File: src/rtl/tring_pkg.sv
package tring_pkg;

  typedef enum logic {
    RING_CW  = 1'b0,
    RING_CCW = 1'b1
  } ring_sel_e;

  // Hops from src to dst moving in the direction of rising index.
  function automatic int unsigned cw_distance(int unsigned src, int unsigned dst,
                                              int unsigned n);
    return (dst + n - src) % n;
  endfunction

  // Shorter path wins; a tie and a self-addressed token go clockwise.
  function automatic ring_sel_e choose_ring(int unsigned src, int unsigned dst,
                                            int unsigned n);
    if (cw_distance(src, dst, n) <= n / 2) return RING_CW;
    return RING_CCW;
  endfunction

endpackage

File: src/rtl/tring_sender.sv
module tring_sender
  import tring_pkg::*;
#(
  parameter int N_NODES  = 4,
  parameter int NODE_IDX = 0,
  parameter int DEST_W   = 2,
  parameter int TAG_W    = 16,
  parameter int VAL_W    = 16,
  localparam int SLOT_W  = 1 + DEST_W + TAG_W + VAL_W
) (
  input  logic              clk,
  input  logic              rst,
  input  logic              tx_valid,
  output logic              tx_ready,
  input  logic [DEST_W-1:0] tx_dest,
  input  logic [TAG_W-1:0]  tx_tag,
  input  logic [VAL_W-1:0]  tx_value,
  input  logic              grant_cw,
  input  logic              grant_ccw,
  output logic              req_cw,
  output logic              req_ccw,
  output logic [SLOT_W-1:0] req_slot
);

  logic              full_q;
  ring_sel_e         dir_q;
  logic [SLOT_W-1:0] slot_q;
  logic              ins_fire;

  assign req_cw   = full_q && (dir_q == RING_CW);
  assign req_ccw  = full_q && (dir_q == RING_CCW);
  assign req_slot = slot_q;
  assign ins_fire = (dir_q == RING_CW) ? grant_cw : grant_ccw;
  assign tx_ready = !full_q || ins_fire;

  always_ff @(posedge clk) begin
    if (rst) begin
      full_q <= 1'b0;
      dir_q  <= RING_CW;
      slot_q <= '0;
    end else if (tx_valid && tx_ready) begin
      full_q <= 1'b1;
      dir_q  <= choose_ring(NODE_IDX, 32'(tx_dest), N_NODES);
      slot_q <= {1'b1, tx_dest, tx_tag, tx_value};
    end else if (ins_fire) begin
      full_q <= 1'b0;
    end
  end

  AST_HELD_STABLE: assert property (@(posedge clk) disable iff (rst)
    (full_q && !ins_fire) |=> (full_q && $stable(slot_q) && $stable(dir_q)))
    else $error("waiting token changed before insertion");

endmodule

File: src/rtl/tring_stage.sv
module tring_stage #(
  parameter int NODE_IDX = 0,
  parameter int DEST_W   = 2,
  parameter int TAG_W    = 16,
  parameter int VAL_W    = 16,
  localparam int SLOT_W  = 1 + DEST_W + TAG_W + VAL_W
) (
  input  logic              clk,
  input  logic              rst,
  input  logic [SLOT_W-1:0] slot_in,
  input  logic              ins_req,
  input  logic [SLOT_W-1:0] ins_slot,
  output logic              ins_grant,
  output logic [SLOT_W-1:0] slot_out,
  output logic              rx_valid,
  output logic [TAG_W-1:0]  rx_tag,
  output logic [VAL_W-1:0]  rx_value
);

  localparam int TAG_LO  = VAL_W;
  localparam int DEST_LO = VAL_W + TAG_W;
  localparam int VLD_B   = SLOT_W - 1;
  localparam logic [DEST_W-1:0] MY_ID = DEST_W'(NODE_IDX);

  logic              in_vld;
  logic [DEST_W-1:0] in_dest;
  logic              arrive;
  logic              slot_free;

  assign in_vld    = slot_in[VLD_B];
  assign in_dest   = slot_in[DEST_LO +: DEST_W];
  assign arrive    = in_vld && (in_dest == MY_ID);
  assign slot_free = !in_vld || arrive;
  assign ins_grant = ins_req && slot_free;

  always_comb begin
    if (ins_grant)   slot_out = ins_slot;
    else if (arrive) slot_out = '0;
    else             slot_out = slot_in;
  end

  always_ff @(posedge clk) begin
    if (rst) begin
      rx_valid <= 1'b0;
      rx_tag   <= '0;
      rx_value <= '0;
    end else begin
      rx_valid <= arrive;
      if (arrive) begin
        rx_tag   <= slot_in[TAG_LO +: TAG_W];
        rx_value <= slot_in[0 +: VAL_W];
      end
    end
  end

endmodule

File: src/rtl/tring_ring.sv
module tring_ring #(
  parameter int N_NODES   = 4,
  parameter int DEST_W    = 2,
  parameter int TAG_W     = 16,
  parameter int VAL_W     = 16,
  parameter bit CLOCKWISE = 1'b1,
  localparam int SLOT_W   = 1 + DEST_W + TAG_W + VAL_W
) (
  input  logic                       clk,
  input  logic                       rst,
  input  logic [N_NODES-1:0]         ins_req,
  input  logic [N_NODES*SLOT_W-1:0]  ins_slot,
  output logic [N_NODES-1:0]         ins_grant,
  output logic [N_NODES-1:0]         rx_valid,
  output logic [N_NODES*TAG_W-1:0]   rx_tag,
  output logic [N_NODES*VAL_W-1:0]   rx_value
);

  localparam int TAG_LO  = VAL_W;
  localparam int DEST_LO = VAL_W + TAG_W;
  localparam int VLD_B   = SLOT_W - 1;

  logic [SLOT_W-1:0] slot_q    [N_NODES];
  logic [SLOT_W-1:0] slot_d    [N_NODES];
  logic [SLOT_W-1:0] stage_out [N_NODES];

  always_ff @(posedge clk) begin
    for (int i = 0; i < N_NODES; i++) begin
      if (rst) slot_q[i] <= '0;
      else     slot_q[i] <= slot_d[i];
    end
  end

  for (genvar g = 0; g < N_NODES; g++) begin : g_pos
    localparam int NXT = CLOCKWISE ? (g + 1) % N_NODES : (g + N_NODES - 1) % N_NODES;
    localparam int PRV = CLOCKWISE ? (g + N_NODES - 1) % N_NODES : (g + 1) % N_NODES;

    tring_stage #(
      .NODE_IDX (g),
      .DEST_W   (DEST_W),
      .TAG_W    (TAG_W),
      .VAL_W    (VAL_W)
    ) u_stage (
      .clk       (clk),
      .rst       (rst),
      .slot_in   (slot_q[g]),
      .ins_req   (ins_req[g]),
      .ins_slot  (ins_slot[g*SLOT_W +: SLOT_W]),
      .ins_grant (ins_grant[g]),
      .slot_out  (stage_out[g]),
      .rx_valid  (rx_valid[g]),
      .rx_tag    (rx_tag[g*TAG_W +: TAG_W]),
      .rx_value  (rx_value[g*VAL_W +: VAL_W])
    );

    assign slot_d[g] = stage_out[PRV];

    AST_PASS_THROUGH: assert property (@(posedge clk) disable iff (rst)
      (slot_q[g][VLD_B] && (slot_q[g][DEST_LO +: DEST_W] != DEST_W'(g)))
        |=> (slot_q[NXT] == $past(slot_q[g])))
      else $error("token altered or lost while passing an element");

    AST_RX_DATA: assert property (@(posedge clk) disable iff (rst)
      rx_valid[g] |-> ((rx_tag[g*TAG_W +: TAG_W] == $past(slot_q[g][TAG_LO +: TAG_W])) &&
                       (rx_value[g*VAL_W +: VAL_W] == $past(slot_q[g][0 +: VAL_W]))))
      else $error("delivered data differs from the arriving slot");

    AST_INSERT_LANDS: assert property (@(posedge clk) disable iff (rst)
      ins_grant[g] |=> (slot_q[NXT] == $past(ins_slot[g*SLOT_W +: SLOT_W])))
      else $error("granted token did not enter the ring");
  end

endmodule

File: src/rtl/tring_top.sv
module tring_top #(
  parameter int N_NODES = 4,
  parameter int TAG_W   = 16,
  parameter int VAL_W   = 16,
  localparam int DEST_W = (N_NODES > 1) ? $clog2(N_NODES) : 1,
  localparam int SLOT_W = 1 + DEST_W + TAG_W + VAL_W
) (
  input  logic                      clk,
  input  logic                      rst,
  input  logic [N_NODES-1:0]        tx_valid,
  output logic [N_NODES-1:0]        tx_ready,
  input  logic [N_NODES*DEST_W-1:0] tx_dest,
  input  logic [N_NODES*TAG_W-1:0]  tx_tag,
  input  logic [N_NODES*VAL_W-1:0]  tx_value,
  output logic [N_NODES-1:0]        rx_cw_valid,
  output logic [N_NODES*TAG_W-1:0]  rx_cw_tag,
  output logic [N_NODES*VAL_W-1:0]  rx_cw_value,
  output logic [N_NODES-1:0]        rx_ccw_valid,
  output logic [N_NODES*TAG_W-1:0]  rx_ccw_tag,
  output logic [N_NODES*VAL_W-1:0]  rx_ccw_value
);

  logic [N_NODES-1:0]        req_cw;
  logic [N_NODES-1:0]        req_ccw;
  logic [N_NODES-1:0]        grant_cw;
  logic [N_NODES-1:0]        grant_ccw;
  logic [N_NODES*SLOT_W-1:0] req_slot;

  for (genvar n = 0; n < N_NODES; n++) begin : g_send
    tring_sender #(
      .N_NODES  (N_NODES),
      .NODE_IDX (n),
      .DEST_W   (DEST_W),
      .TAG_W    (TAG_W),
      .VAL_W    (VAL_W)
    ) u_sender (
      .clk       (clk),
      .rst       (rst),
      .tx_valid  (tx_valid[n]),
      .tx_ready  (tx_ready[n]),
      .tx_dest   (tx_dest[n*DEST_W +: DEST_W]),
      .tx_tag    (tx_tag[n*TAG_W +: TAG_W]),
      .tx_value  (tx_value[n*VAL_W +: VAL_W]),
      .grant_cw  (grant_cw[n]),
      .grant_ccw (grant_ccw[n]),
      .req_cw    (req_cw[n]),
      .req_ccw   (req_ccw[n]),
      .req_slot  (req_slot[n*SLOT_W +: SLOT_W])
    );
  end

  tring_ring #(
    .N_NODES   (N_NODES),
    .DEST_W    (DEST_W),
    .TAG_W     (TAG_W),
    .VAL_W     (VAL_W),
    .CLOCKWISE (1'b1)
  ) u_ring_cw (
    .clk       (clk),
    .rst       (rst),
    .ins_req   (req_cw),
    .ins_slot  (req_slot),
    .ins_grant (grant_cw),
    .rx_valid  (rx_cw_valid),
    .rx_tag    (rx_cw_tag),
    .rx_value  (rx_cw_value)
  );

  tring_ring #(
    .N_NODES   (N_NODES),
    .DEST_W    (DEST_W),
    .TAG_W     (TAG_W),
    .VAL_W     (VAL_W),
    .CLOCKWISE (1'b0)
  ) u_ring_ccw (
    .clk       (clk),
    .rst       (rst),
    .ins_req   (req_ccw),
    .ins_slot  (req_slot),
    .ins_grant (grant_ccw),
    .rx_valid  (rx_ccw_valid),
    .rx_tag    (rx_ccw_tag),
    .rx_value  (rx_ccw_value)
  );

endmodule

File: config.mk
export PLATFORM = sky130hd
export DESIGN_NAME = tring_top
export DESIGN_NICKNAME = d
export VERILOG_FILES = /design/src/rtl/tring_pkg.sv /design/src/rtl/tring_sender.sv /design/src/rtl/tring_stage.sv /design/src/rtl/tring_ring.sv /design/src/rtl/tring_top.sv
export SDC_FILE = /design/constraint.sdc
export NUM_CORES = 1
export LEC_CHECK = 0
export BUFFER_PORTS_ARGS = -buffer_cell sky130_fd_sc_hd__buf_4
export CAP_MARGIN = 10
export CELL_PAD_IN_SITES_DETAIL_PLACEMENT = 2
export CELL_PAD_IN_SITES_GLOBAL_PLACEMENT = 2
export CORE_MARGIN = 10
export CORE_UTILIZATION = 37
export CTS_BUF_LIST = sky130_fd_sc_hd__clkbuf_4 sky130_fd_sc_hd__clkbuf_8
export DETAILED_ROUTE_END_ITERATION = 12
export GPL_TIMING_DRIVEN = 0
export PLACE_DENSITY_LB_ADDON = 0.12
export SLEW_MARGIN = 20
export SYNTH_ARGS = -nofsm -noshare
export SYNTH_HDL_FRONTEND = slang
export SYNTH_SLANG_ARGS = --single-unit
File: constraint.sdc
create_clock -name clk -period 2.6 [get_ports clk]
set_input_delay 0.52 -clock clk [delete_from_list [all_inputs] [get_ports clk]]
set_output_delay 0.52 -clock clk [all_outputs]
set_load 0.02 [all_outputs]
==> flow_metrics.env, run 1 <==
export IMPL_drtIter0Drc=2067
export IMPL_synth_avg_cell_area_sq_um=8.219
export IMPL_cts_buffers_inserted=118
export IMPL_critPathLaunchType="flip-flop"
export IMPL_grt_max_degree=16
export IMPL_fmax_mhz=389.9
export IMPL_clk_pin_slew_worst_paths_ps=70
export IMPL_hold_path_class="in2reg"
export IMPL_drc=0
export IMPL_vias_per_cell=5.432
export IMPL_gr_total_overflow=0
export IMPL_powerDensity_nw_per_um2=717.8
export IMPL_ys_seq_elements=692
export IMPL_critPathCaptureType="output port"
export IMPL_skew_ps=25.01
export IMPL_dieWidth_um=281.4
export IMPL_reg2reg_slack_ps=180
export IMPL_wire_per_inst_um=28.26
export IMPL_gp_congestion=0.9002
export IMPL_max_slew_worst_pin_slew_ps=1201
export IMPL_synthXorXnorAreaFrac_pct=0
export IMPL_num_vias=24880
export IMPL_hold_ws_ps=43.09
export IMPL_synth_compound_area_share_pct=15.07
export IMPL_power_mw=23.09
export IMPL_layout_setup_ws_ps=35.48
export IMPL_seqCellArea_sq_um=13860
export IMPL_synth_edf_count=0
export IMPL_cts_buffer_depth=3
export IMPL_core_area_sq_um=67510
export IMPL_dieArea_sq_um=79190
export IMPL_hold_viol=0
export IMPL_worstRegToRegCells=5
export IMPL_ys_types=37
export IMPL_routed_wl_um=129400
export IMPL_synthAdderAreaFrac_pct=0
export IMPL_die_h_um=281.4
export IMPL_fin_tns_setup_ps=0
export IMPL_period_needed_ps=2565
export IMPL_final_util_pct=47.64
export IMPL_ctsRootBufferMaster="clkbuf_8"
export IMPL_layout_drive_gt1_share_pct=19.61
export IMPL_relSlewSlack_pct=19.96
export IMPL_synth_seq_area_share_pct=54.80
export IMPL_place_ws_ps=-387.7
export IMPL_min_period_over_period_pct=98.64
export IMPL_clk_latency_ps=740
export IMPL_synth_top_family_by_area="simple AND/OR/NAND/NOR gates"
export IMPL_grt_pass1_vias=27220
export IMPL_async_flop_share_pct=0
export IMPL_hold_start="tx_value[61]"
export IMPL_muxShareOfSynthArea_pct=2.776
export IMPL_critPathArrivalTime_ps=2040
export IMPL_ios=410
export IMPL_vdd_drop_max_v=0.0004169
export IMPL_io_buffers=408
export IMPL_dp_final_hpwl_um=100900
export IMPL_syn_nets=3218
export IMPL_slew_viol_final=0
export IMPL_grtUsageTotal_pct=31.64
export IMPL_setup_viol=0
export IMPL_hold_depth=3
export IMPL_synth_top_flop_cell="dfxtp_1"
export IMPL_firstDrtPassIters=5
export IMPL_syn_area_sq_um=25280
export IMPL_r2r_end="u_ring_cw.slot_q[1][30]"
export IMPL_syn_inst=3076
export IMPL_hold_path_end="g_send[3].u_sender.req_slot[13]"
export IMPL_nFillCells=7480
export IMPL_fin_nets=3755
export IMPL_synthToLayoutAreaGrowth_pct=27.22
export IMPL_cp_required_ps=2080
export IMPL_cts_max_level=3
export IMPL_ys_warn_count=0
export IMPL_rows=95
export IMPL_cts_tree="built"
export IMPL_status="completed"
export IMPL_cts_sinks=692
export IMPL_start_util_pct=37.45
export IMPL_maxCapViolCount=0
export IMPL_critical_path_peak_fanout=6
export IMPL_synthSimpleGateAreaFrac_pct=22.49
export IMPL_antenna_found_initial=6
export IMPL_grt_first_pass_wirelength_um=185500
export IMPL_ant_nets=0
export IMPL_multi_input_area_sq_um=10260
export IMPL_p_leak_nw=11.98
export IMPL_r2r_start="g_send[0].u_sender.full_q"
export IMPL_criticalPathCategory="reg2out"
## placed cells by master (no fill, tap or decap), types with 3 or more instances in the layout
cell | netlist | final
a21boi_2 | 3 | 3
a21oi_1 | 611 | 611
and2_1 | 5 | 5
buf_1 | 22 | 22
buf_2 | 49 | 47
buf_4 | 21 | 434
buf_6 | 9 | 10
clkbuf_1 | 161 | 161
clkbuf_4 | 0 | 35
clkbuf_8 | 0 | 158
clkinv_2 | 0 | 12
clkinvlp_4 | 0 | 3
dfxtp_1 | 692 | 690
diode_2 | 0 | 5
dlygate4sd3_1 | 0 | 4
inv_1 | 9 | 9
mux2i_1 | 69 | 69
nand2_1 | 945 | 945
nand2b_1 | 143 | 142
nand3_1 | 202 | 201
nor2_1 | 27 | 27
nor2b_1 | 9 | 9
o211ai_1 | 68 | 68
o21ai_4 | 2 | 3
## critical path, stage by stage, from the launching register on
cell,delay (ps)
dfxtp_1,360
o21ai_4,410
o22a_1,270
buf_4,130
buf_4,130
## area by class of cell
class                           instances  area share, %
Timing Repair Buffer                  417          9.764
Antenna cell                            5        0.03890
Inverter                               10         0.1167
Tap cell                              873          3.396
Sequential cell                       692          43.08
Multi-Input combinational cell       2112          31.90
Buffer                                262          3.754
Clock buffer                          193          7.578
Clock inverter                         17         0.3773
## registers in the layout (all words and copies together) (netlist names)
signal                             count
g_send.u_sender.req_slot             140
u_ring_ccw.g_pos.u_stage.rx_tag       64
u_ring_cw.g_pos.u_stage.rx_value      64
u_ring_cw.slot_q                     140
u_ring_cw.g_pos.u_stage.rx_tag        64
g_send.u_sender.dir_q                  4
u_ring_ccw.g_pos.u_stage.rx_value     64
u_ring_cw.g_pos.u_stage.rx_valid       4
u_ring_ccw.g_pos.u_stage.rx_valid      4
g_send.u_sender.full_q                 4
u_ring_ccw.slot_q                    140
## metrics by stage
stage / cells / cell area [sq um]
floorplan: 3076 / 25280
global placement: 4357 / 29440
detailed placement: 4357 / 29440
CTS: 4573 / 32100
global route: 4579 / 32160
finish: 4581 / 32160
## timing repair
item / CTS / global route
endpoints found under the hold margin: 4 / 0
endpoints found under the setup margin: 4 / 4
pin swaps: 2 / 2
setup buffers: 2 / 3
hold buffers: 4 / 0
gates resized for setup: 13 / 6
cloned: 0 / 0
## layer usage
| layer | track usage [%] | wire (um) | vias up |
|---|---|---|---|
| met5 | 0 | 0 | - |
| met2 | 52.89 | 61260 | 867 |
| li1 | - | - | 11280 |
| met4 | 8.063 | 2954 | 0 |
| met3 | 6.638 | 9474 | 166 |
| met1 | 41.03 | 55750 | 12580 |
## cells in the mapped netlist, types with 2 or more instances
library cell	number	area [sq um]
nor2_1	27	101.4
and3_1	2	12.51
nor2_2	2	12.51
nand3_1	202	1011
o21ai_4	2	32.53
buf_6	9	101.4
a21oi_1	611	3058
a21o_1	2	15.01
nand2b_1	143	894.6
o21ai_1	4	20.02
dfxtp_1	692	13850
nand2_1	945	3547
nor2b_1	9	56.30
buf_2	49	245.2
clkbuf_1	161	604.3
buf_4	21	157.7
and2_1	5	31.28
inv_1	9	33.78
o211ai_1	68	510.5
buf_1	22	82.58
a21boi_1	2	15.01
a31oi_1	2	12.51
a32oi_1	2	17.52
mux2i_1	69	690.7
a31o_2	2	17.52
a21boi_2	3	33.78
## where the power goes
group	total (mW)	switching (mW)	internal, mW	leakage, nW
sequential	11.1	0.234	10.8	5.61
combinational	1.34	0.888	0.454	5.01
clock	10.7	4.71	5.98	1.36
total	23.1	5.83	17.3	12.0
## kinds of logic (layout without fill, tap and decap cells)
logic type	count (synthesis)	in the layout
flip-flops	692	692
multiplexers	70	70
buffers and inverters	272	899
other	0	5
AO/OA/AOI/OAI	704	704
AND/OR/NAND/NOR	1338	1338
## worst max path at each step
stage                              from                      end  slack [ps]  cells past startpoint
3_3_place_gp                        rst  u_ring_cw.slot_q[1][33]        -240                      4
5_1_grt         u_ring_cw.slot_q[0][32]              tx_ready[0]         -10                      4
4_1_cts        u_ring_ccw.slot_q[1][68]              tx_ready[3]         -40                      5
6_report        u_ring_cw.slot_q[0][32]              tx_ready[0]          40                      4
2_1_floorplan  u_ring_ccw.slot_q[1][69]              tx_ready[3]         930                      4
3_5_place_dp                        rst  u_ring_cw.slot_q[1][33]        -390                      4
Power figures use the tool's default switching activity.
==> run 2: changes to the inputs <==
--- a/config.mk
+++ b/config.mk
@@ -9,12 +9,12 @@
 export CAP_MARGIN = 10
 export CELL_PAD_IN_SITES_DETAIL_PLACEMENT = 2
 export CELL_PAD_IN_SITES_GLOBAL_PLACEMENT = 2
-export CORE_MARGIN = 10
 export CORE_UTILIZATION = 37
 export CTS_BUF_LIST = sky130_fd_sc_hd__clkbuf_4 sky130_fd_sc_hd__clkbuf_8
 export DETAILED_ROUTE_END_ITERATION = 12
 export GPL_TIMING_DRIVEN = 0
 export PLACE_DENSITY_LB_ADDON = 0.12
+export REMOVE_ABC_BUFFERS = 1
 export SLEW_MARGIN = 20
 export SYNTH_ARGS = -nofsm -noshare
 export SYNTH_HDL_FRONTEND = slang
==> flow_metrics.env, run 2 (synthesis results as in run 1) <==
export IMPL_cts_buffer_depth=3
export IMPL_final_util_pct=48.71
export IMPL_firstDrtPassIters=6
export IMPL_drtIter0Drc=1860
export IMPL_power_mw=23.20
export IMPL_max_slew_worst_pin_slew_ps=886.8
export IMPL_gr_total_overflow=0
export IMPL_antenna_found_initial=3
export IMPL_dieWidth_um=263.4
export IMPL_cts_sinks=692
export IMPL_hold_viol=0
export IMPL_dieArea_sq_um=69380
export IMPL_core_area_sq_um=67400
export IMPL_cp_num_buf_inv=1
export IMPL_num_vias=25220
export IMPL_io_buffers=409
export IMPL_gp_congestion=0.7813
export IMPL_crit_cells=3
export IMPL_stdcell_area_sq_um=32830
export IMPL_slew_viol_final=0
export IMPL_wire_per_inst_um=29.22
export IMPL_ios=410
export IMPL_rsz0062_at_grt="no"
export IMPL_min_period_over_period_pct=97.68
export IMPL_critical_path_peak_fanout=6
export IMPL_layout_drive_gt1_share_pct=21.17
export IMPL_worstRegToRegCells=5
export IMPL_clk_pin_slew_worst_paths_ps=70
export IMPL_relSlewSlack_pct=40.88
export IMPL_grtUsageTotal_pct=36.07
export IMPL_place_area_sq_um=30180
export IMPL_vdd_drop_max_v=0.0004224
export IMPL_ctsRootBufferMaster="clkbuf_8"
export IMPL_maxCapViolCount=0
export IMPL_rows=95
export IMPL_cp_required_ps=2080
export IMPL_layout_common_cells="nand2_1, dfxtp_1, a21oi_1"
export IMPL_cts_tree="built"
export IMPL_grt_first_pass_wirelength_um=185600
export IMPL_p_leak_nw=12.22
export IMPL_powerDensity_nw_per_um2=706.6
export IMPL_synthToLayoutAreaGrowth_pct=29.85
export IMPL_hold_path_class="in2reg"
export IMPL_skew_ps=42.73
export IMPL_cts_buffers_inserted=116
export IMPL_crit_chain="o21ai_4 -> o22a_1 -> buf_4"
export IMPL_cts_max_level=3
export IMPL_hold_depth=3
export IMPL_clk_latency_ps=750
export IMPL_layout_setup_ws_ps=60.38
export IMPL_critPathLaunchType="flip-flop"
export IMPL_drc=0
export IMPL_final_common_cell="nand2_1"
export IMPL_critPathCaptureType="output port"
export IMPL_fin_nets=3557
export IMPL_period_needed_ps=2540
export IMPL_dp_final_hpwl_um=78270
export IMPL_cp_slowest_cell="dfxtp_1"
export IMPL_criticalPathCategory="reg2out"
export IMPL_critPathArrivalTime_ps=2020
export IMPL_place_ws_ps=-47.87
export IMPL_setup_viol=0
export IMPL_critPathMaxStageDelay_ps=550
export IMPL_ant_nets=0
export IMPL_vias_per_cell=5.763
export IMPL_path_delay_family="flip-flops"
export IMPL_routed_wl_um=127900
export IMPL_status="completed"
export IMPL_start_util_pct=37.51
export IMPL_die_h_um=263.4
export IMPL_fmax_mhz=393.8
export IMPL_grt_max_degree=138
export IMPL_grt_pass1_vias=27620
[run 2: cell types whose count changed in the layout (fill, tap and decap cells not counted), moves of 6 or more]
cell,delta
nand2_1,-9
nand2_4,+8
nor2_4,+6
buf_4,-19
buf_1,-22
buf_12,+10
buf_6,-8
clkbuf_1,-161
buf_2,-47
buf_16,+49
[run 2: cell type report]
class / instances / area, sq um
repair buffers: 483 / 4782
clock buffers: 189 / 2389
inverters: 10 / 37.54
well taps: 873 / 1092
fillers: 7274 / 34570
clock inverters: 14 / 107.6
flip-flops and latches: 692 / 13860
diodes: 3 / 7.507
multi-input cells: 2112 / 10560
[run 2: per-layer routing]
| metal | wire (um) | track usage [%] | up-vias |
|---|---|---|---|
| li1 | - | - | 10860 |
| met1 | 51440 | 43.83 | 12810 |
| met2 | 61470 | 60.57 | 1140 |
| met3 | 7511 | 5.753 | 405 |
| met4 | 7447 | 20.63 | 0 |
| met5 | 0 | 0 | - |
[run 2: power by group]
part	internal (mW)	leakage [nW]	switching, mW
Combinational	0.561	5.28	0.968
Sequential	10.8	5.61	0.196
Clock	5.86	1.33	4.79
[run 2: timing repair]
action                                  CTS  global route
hold buffers                              2             0
hold endpoints to repair                  2             0
pin swaps                                 4             0
cloned                                    0             0
resized for setup                         8             7
buffers inserted                          8             0
endpoints found under the setup margin   22             4
[run 2: tightest hold or removal path: stages]
cell and delay [ps]:
buf_4 110, nand2_1 50, a21oi_1 60
[run 2: worst paths after layout]
kind | startpoint | end | slack, ps
max reg2reg | g_send[3].u_sender.full_q | u_ring_cw.slot_q[0][11] | 100
max | u_ring_cw.slot_q[0][34] | tx_ready[0] | 60
min reg2reg | u_ring_cw.slot_q[0][14] | u_ring_cw.g_pos[0].u_stage.rx_value[14] | 450
min | tx_tag[60] | g_send[3].u_sender.req_slot[28] | 40
[run 2: metrics by stage]
step	setup TNS [ps]	instances	hold WS, ps
2_1_floorplan	-126340	2814	426.0
3_3_place_gp	-2704600	4096	438.6
3_5_place_dp	-316.8	4160	447.8
4_1_cts	0	4373	1.983
5_1_grt	0	4376	17.58
6_report	0	4376	45.00
